==> src/rtl/rtc_pkg.sv <==
package rtc_pkg;

    typedef enum logic {
        SIDE_LEFT  = 1'b0,
        SIDE_RIGHT = 1'b1
    } side_e;

    function automatic side_e far_side(input side_e s);
        return (s == SIDE_LEFT) ? SIDE_RIGHT : SIDE_LEFT;
    endfunction

endpackage

==> src/rtl/rtc_start_sel.sv <==
module rtc_start_sel
    import rtc_pkg::*;
(
    input  logic idle,
    input  logic dir_right,
    input  logic resp_rd_en,
    input  logic rd_req,
    input  logic tok_in_left,
    input  logic tok_in_right,
    output logic start
);
    side_e side;
    logic  tok_sel;

    always_comb begin
        side    = side_e'(dir_right);
        tok_sel = (side == SIDE_RIGHT) ? tok_in_right : tok_in_left;
        if (!idle) begin
            start = 1'b0;
        end else if (resp_rd_en) begin
            start = rd_req;
        end else begin
            start = tok_sel;
        end
    end
endmodule

==> src/rtl/rtc_side_mux.sv <==
module rtc_side_mux #(
    parameter int W = 4
) (
    input  logic         dir_right,
    input  logic [W-1:0] in_left,
    input  logic [W-1:0] in_right,
    output logic [W-1:0] sel
);
    always_comb begin
        sel = dir_right ? in_right : in_left;
    end
endmodule

==> src/rtl/rtc_word_pick.sv <==
module rtc_word_pick #(
    parameter int W      = 4,
    parameter int NWORDS = 3,
    parameter int IW     = $clog2(NWORDS + 1)
) (
    input  logic [NWORDS*W-1:0] frame,
    input  logic [IW-1:0]       idx,
    output logic [W-1:0]        word
);
    logic [W-1:0] words [NWORDS];

    for (genvar g = 0; g < NWORDS; g++) begin : g_split
        assign words[g] = frame[g*W +: W];
    end

    always_comb begin
        word = '0;
        for (int i = 0; i < NWORDS; i++) begin
            if (idx == IW'(i)) begin
                word = words[i];
            end
        end
    end
endmodule

==> src/rtl/token_chain_ro.sv <==
module token_chain_ro
    import rtc_pkg::*;
#(
    parameter int W      = 4,
    parameter int NWORDS = 3
) (
    input  logic                clk,
    input  logic                rst_n,
    input  logic                dir_right,
    input  logic                resp_rd_en,
    input  logic                rd_req,
    input  logic                tok_in_left,
    input  logic                tok_in_right,
    input  logic [W-1:0]        pass_in_left,
    input  logic [W-1:0]        pass_in_right,
    input  logic                ev_present,
    input  logic [NWORDS*W-1:0] ev_frame,
    output logic                ev_taken,
    output logic [W-1:0]        data_out,
    output logic [W-1:0]        dout_left,
    output logic [W-1:0]        dout_right,
    output logic                tok_out_left,
    output logic                tok_out_right
);
    localparam int FW = NWORDS * W;
    localparam int IW = $clog2(NWORDS + 1);
    localparam logic [IW-1:0] LAST_IDX = IW'(NWORDS);

    typedef struct packed {
        logic          busy;
        logic [IW-1:0] idx;
        logic [FW-1:0] frame;
        logic [W-1:0]  dout;
        logic [W-1:0]  dl;
        logic [W-1:0]  dr;
        logic          tl;
        logic          tr;
        logic          tk;
    } st_t;

    st_t st_d, st_q;

    logic          busy_q;
    logic          start_w;
    logic [W-1:0]  pass_sel;
    logic [W-1:0]  word_w;
    logic [FW-1:0] frame_sel;
    logic [IW-1:0] idx_sel;
    logic [W-1:0]  out_w;
    side_e         far_w;

    assign busy_q    = st_q.busy;
    assign frame_sel = busy_q ? st_q.frame : ev_frame;
    assign idx_sel   = busy_q ? st_q.idx : '0;

    rtc_start_sel u_start (
        .idle         (!busy_q),
        .dir_right    (dir_right),
        .resp_rd_en   (resp_rd_en),
        .rd_req       (rd_req),
        .tok_in_left  (tok_in_left),
        .tok_in_right (tok_in_right),
        .start        (start_w)
    );

    rtc_side_mux #(.W(W)) u_pass (
        .dir_right (dir_right),
        .in_left   (pass_in_left),
        .in_right  (pass_in_right),
        .sel       (pass_sel)
    );

    rtc_word_pick #(.W(W), .NWORDS(NWORDS), .IW(IW)) u_pick (
        .frame (frame_sel),
        .idx   (idx_sel),
        .word  (word_w)
    );

    always_comb begin
        st_d    = st_q;
        st_d.tl = 1'b0;
        st_d.tr = 1'b0;
        st_d.tk = 1'b0;
        out_w   = pass_sel;
        far_w   = far_side(side_e'(dir_right));

        if (busy_q) begin
            if (st_q.idx == LAST_IDX) begin
                st_d.busy = 1'b0;
                st_d.idx  = '0;
                if (far_w == SIDE_RIGHT) st_d.tr = 1'b1;
                else                     st_d.tl = 1'b1;
            end else begin
                out_w    = word_w;
                st_d.idx = st_q.idx + 1'b1;
            end
        end else if (start_w) begin
            if (ev_present) begin
                out_w      = word_w;
                st_d.frame = ev_frame;
                st_d.busy  = 1'b1;
                st_d.idx   = IW'(1);
                st_d.tk    = 1'b1;
            end else begin
                if (far_w == SIDE_RIGHT) st_d.tr = 1'b1;
                else                     st_d.tl = 1'b1;
            end
        end

        st_d.dout = out_w;
        st_d.dl   = dir_right ? '0 : out_w;
        st_d.dr   = dir_right ? out_w : '0;
    end

    always_ff @(posedge clk or negedge rst_n) begin
        if (!rst_n) begin
            st_q <= '0;
        end else begin
            st_q <= st_d;
        end
    end

    assign ev_taken      = st_q.tk;
    assign data_out      = st_q.dout;
    assign dout_left     = st_q.dl;
    assign dout_right    = st_q.dr;
    assign tok_out_left  = st_q.tl;
    assign tok_out_right = st_q.tr;
endmodule

==> config.mk <==
export PLATFORM = sky130hd
export DESIGN_NAME = token_chain_ro
export DESIGN_NICKNAME = d
export VERILOG_FILES = /design/src/rtl/rtc_pkg.sv /design/src/rtl/rtc_start_sel.sv /design/src/rtl/rtc_side_mux.sv /design/src/rtl/rtc_word_pick.sv /design/src/rtl/token_chain_ro.sv
export SDC_FILE = /design/constraint.sdc
export NUM_CORES = 1
export LEC_CHECK = 0
export CAP_MARGIN = 25
export CORE_UTILIZATION = 42
export DETAILED_ROUTE_END_ITERATION = 6
export PLACE_DENSITY = 0.75
export REMOVE_ABC_BUFFERS = 1
export SYNTH_ARGS = -nofsm -noshare
export SYNTH_HDL_FRONTEND = slang
export SYNTH_SLANG_ARGS = --single-unit
==> constraint.sdc <==
create_clock -name clk -period 1.6 [get_ports clk]
set_clock_uncertainty 0.05 [all_clocks]
set_input_delay 0.32 -clock clk [delete_from_list [all_inputs] [get_ports clk]]
set_output_delay 0.32 -clock clk [all_outputs]
set_load 0.02 [all_outputs]
==> flow_summary.yaml <==
floorplan:
  fp-row-count: 20
  die_area_um2: 3690
  io_pins: 43
  die_w_um: 60.7
  core_um2: 3150
  initial_utilization: 0.460
  chipHeight_um: 60.7
power_and_ir_drop:
  p_per_area_nw_per_um2: 1690
  vdd_drop_max_v: 0.000702
  p_leak_nw: 0.950
layout:
  mostFrequentLayoutCells: "dfrtp_1, clkdlybuf4s50_1, dlygate4sd2_1"
  diodes: 0
  multi_input_area_um2: 564
  nets: 188
  final_layout_size_suffix_gt1_frac: 0.270
  design_area_um2: 1970
  area_growth_pct: 35.8
  fillCellCount: 278
  fin_util: 0.624
  mostFrequentLayoutCell: "dfrtp_1"
  layout.cells.non_filler: 203
  seq_area_um2: 752
clock_network:
  cts_tree: "yes"
  cts.clk_slew.worst_paths_ns: 0.09
  clk_latency_ns: 0.32
  cts_hold_buf: 0
  cts_buffers: 5
  cts_sinks: 30
  cts_buffer_depth: 2
  cts_max_level: 2
  cts_root_buf: "clkbuf_4"
critical_path:
  path_cells: "clkdlybuf4s50_1 > nor3b_2 > a221o_2 > mux2i_2 > and2_1"
  cp_top_family: "buffers and inverters"
  crit_path_end_kind: "flop"
  r2r_slack_ns: 0.02
  cp_data_arrival_time_ns: 1.74
  cpPeakStageDelay_ns: 0.45
  r2r_cells: 5
  path_class: "in -> reg"
  r2r-end: "dout_right[2]"
  cp_slowest_cell: "clkdlybuf4s50_1"
  crit_path_max_fanout: 5
  r2r_start: "st_q[28]"
  cp_data_required_time_ns: 1.76
  critPathBufInv: 1
  cp-start-kind: "primary input"
placed_design:
  place_congestion: 0.710
  place_hpwl_um: 2100
  dp.cells: 195
  io_buffers: 42
  place_area_um2: 1880
status:
  outcome: "finished clean"
synthesis:
  ys_seq_area_frac: 0.518
  ys_types: 26
  synth_seq_cells: 30
  yosysTopAreaCell: "dfrtp_1"
  postSynthCellCount: 118
  synth.avg_cell_area_um2: 12.3
  synth_top_area_share: 0.518
  synth_area_um2: 1450
  ys_warn_count: 0
  synth_area_leaders: "dfrtp_1, mux2_2, buf_4"
detailed_routing:
  via_per_inst: 4.82
  routed_wl_um: 2750
  num_vias: 978
  drt_first_pass_iters: 4
  wire_per_inst_um: 13.6
  drt_iter0_markers: 33
  antenna_left: 0
  drcViolationCount: 0
job:
  drv_cap: 0
global_routing:
  grt_start_max_net_pins: 31
  overflow: 0
  grt_pass1_wl_um: 4550
  track_usage: 0.177
  grt_pass1_vias: 1018
  antenna_found_initial: 0
sta:
  fmax_mhz: 629
  fin_crit_sh: 0.993
  max_slew_margin: 0.756
  timing.setup.tns_ns: 0
  period_needed_ns: 1.59
  drv_slew: 0
  grt_setup_unrepaired: "true"
  hold_violations: 0
  setup_viol: 0
  worst_pin_slew_ns: 0.366
min_path:
  hp-class: "in -> async"
[Yosys cell counts]
library cell / count
mux2i_1: 8
nor2b_1: 1
nand2b_1: 7
and2b_1: 4
ha_1: 1
o211a_1: 1
mux2i_2: 4
nand4b_1: 1
and4b_1: 1
mux2_2: 10
inv_1: 4
dfrtp_1: 30
buf_6: 2
buf_4: 13
and2_1: 4
o21ai_0: 5
o31a_1: 1
a21oi_1: 1
a221o_1: 1
o2111ai_2: 1
nand2_1: 7
o221a_2: 3
clkbuf_1: 4
nor3b_1: 1
nor2_1: 2
mux2_4: 1
[state kept, by name (all words and copies together), names as in the netlist]
name / cells
tok_out_right: 1
dout_right: 4
busy_q: 1
data_out: 4
ev_taken: 1
dout_left: 4
st_q: 14
tok_out_left: 1
[repair_timing]
action                                  CTS  global route
hold endpoints to repair                  0             0
endpoints found under the setup margin   40             9
resized for setup                        20             6
setup buffers                             0             1
pin swaps                                 1             4
[where the power goes]
| group | switching, mW | internal (mW) |
|---|---|---|
| combinational | 0.705 | 0.776 |
| sequential | 0.151 | 1.09 |
| clock | 0.239 | 0.364 |
| total | 1.10 | 2.23 |
[worst max-delay path by stage]
stage / cells after the start / slack [ns] / from / to
finish: 5 / 0.01 / ev_present / dout_right[2]
CTS: 5 / -0.007 / st_q[28] / dout_right[2]
detailed placement: 5 / -0.56 / dir_right / dout_right[2]
floorplan: 5 / -0.1 / st_q[27] / dout_right[0]
global route: 5 / -0.03 / st_q[27] / dout_right[0]
global placement: 5 / -0.53 / dir_right / dout_right[0]
[cell type report]
cell class	count	share of cell area
sequential	30	0.382
multi-input combinational	65	0.287
timing repair buffer	53	0.254
tap	44	0.0280
clock buffer	6	0.0261
clock inverter	1	0.0153
inverter	4	0.00763
[routing by layer]
layer | GRT usage | vias to the layer above | routed length, um
li1 | - | 470 | -
met1 | 0.195 | 469 | 1080
met2 | 0.317 | 36 | 1460
met3 | 0.0618 | 3 | 181
met4 | 0.0584 | 0 | 30
met5 | 0 | - | 0
[through the flow]
step / hold WS, ns / total power [mW] / setup WS [ns]
final: 0.329 / 3.32 / 0.0107
after detailed placement: 0.422 / 2.78 / -0.563
after CTS: 0.325 / 3.30 / -0.00728
after floorplan: -0.0256 / 2.13 / -0.100
after global routing: 0.334 / 3.55 / -0.0324
after global placement: 0.413 / 2.70 / -0.525
[cells by family after synthesis]
group	after synthesis	share of synthesized area
AO/OA/AOI/OAI	13	0.0743
AND/OR/NAND/NOR	28	0.114
adder cells (fa/ha/maj)	1	0.00863
multiplexers	23	0.181
flip-flops	30	0.518
buffers and inverters	23	0.104
No activity file was read; power rests on OpenSTA's default activity.
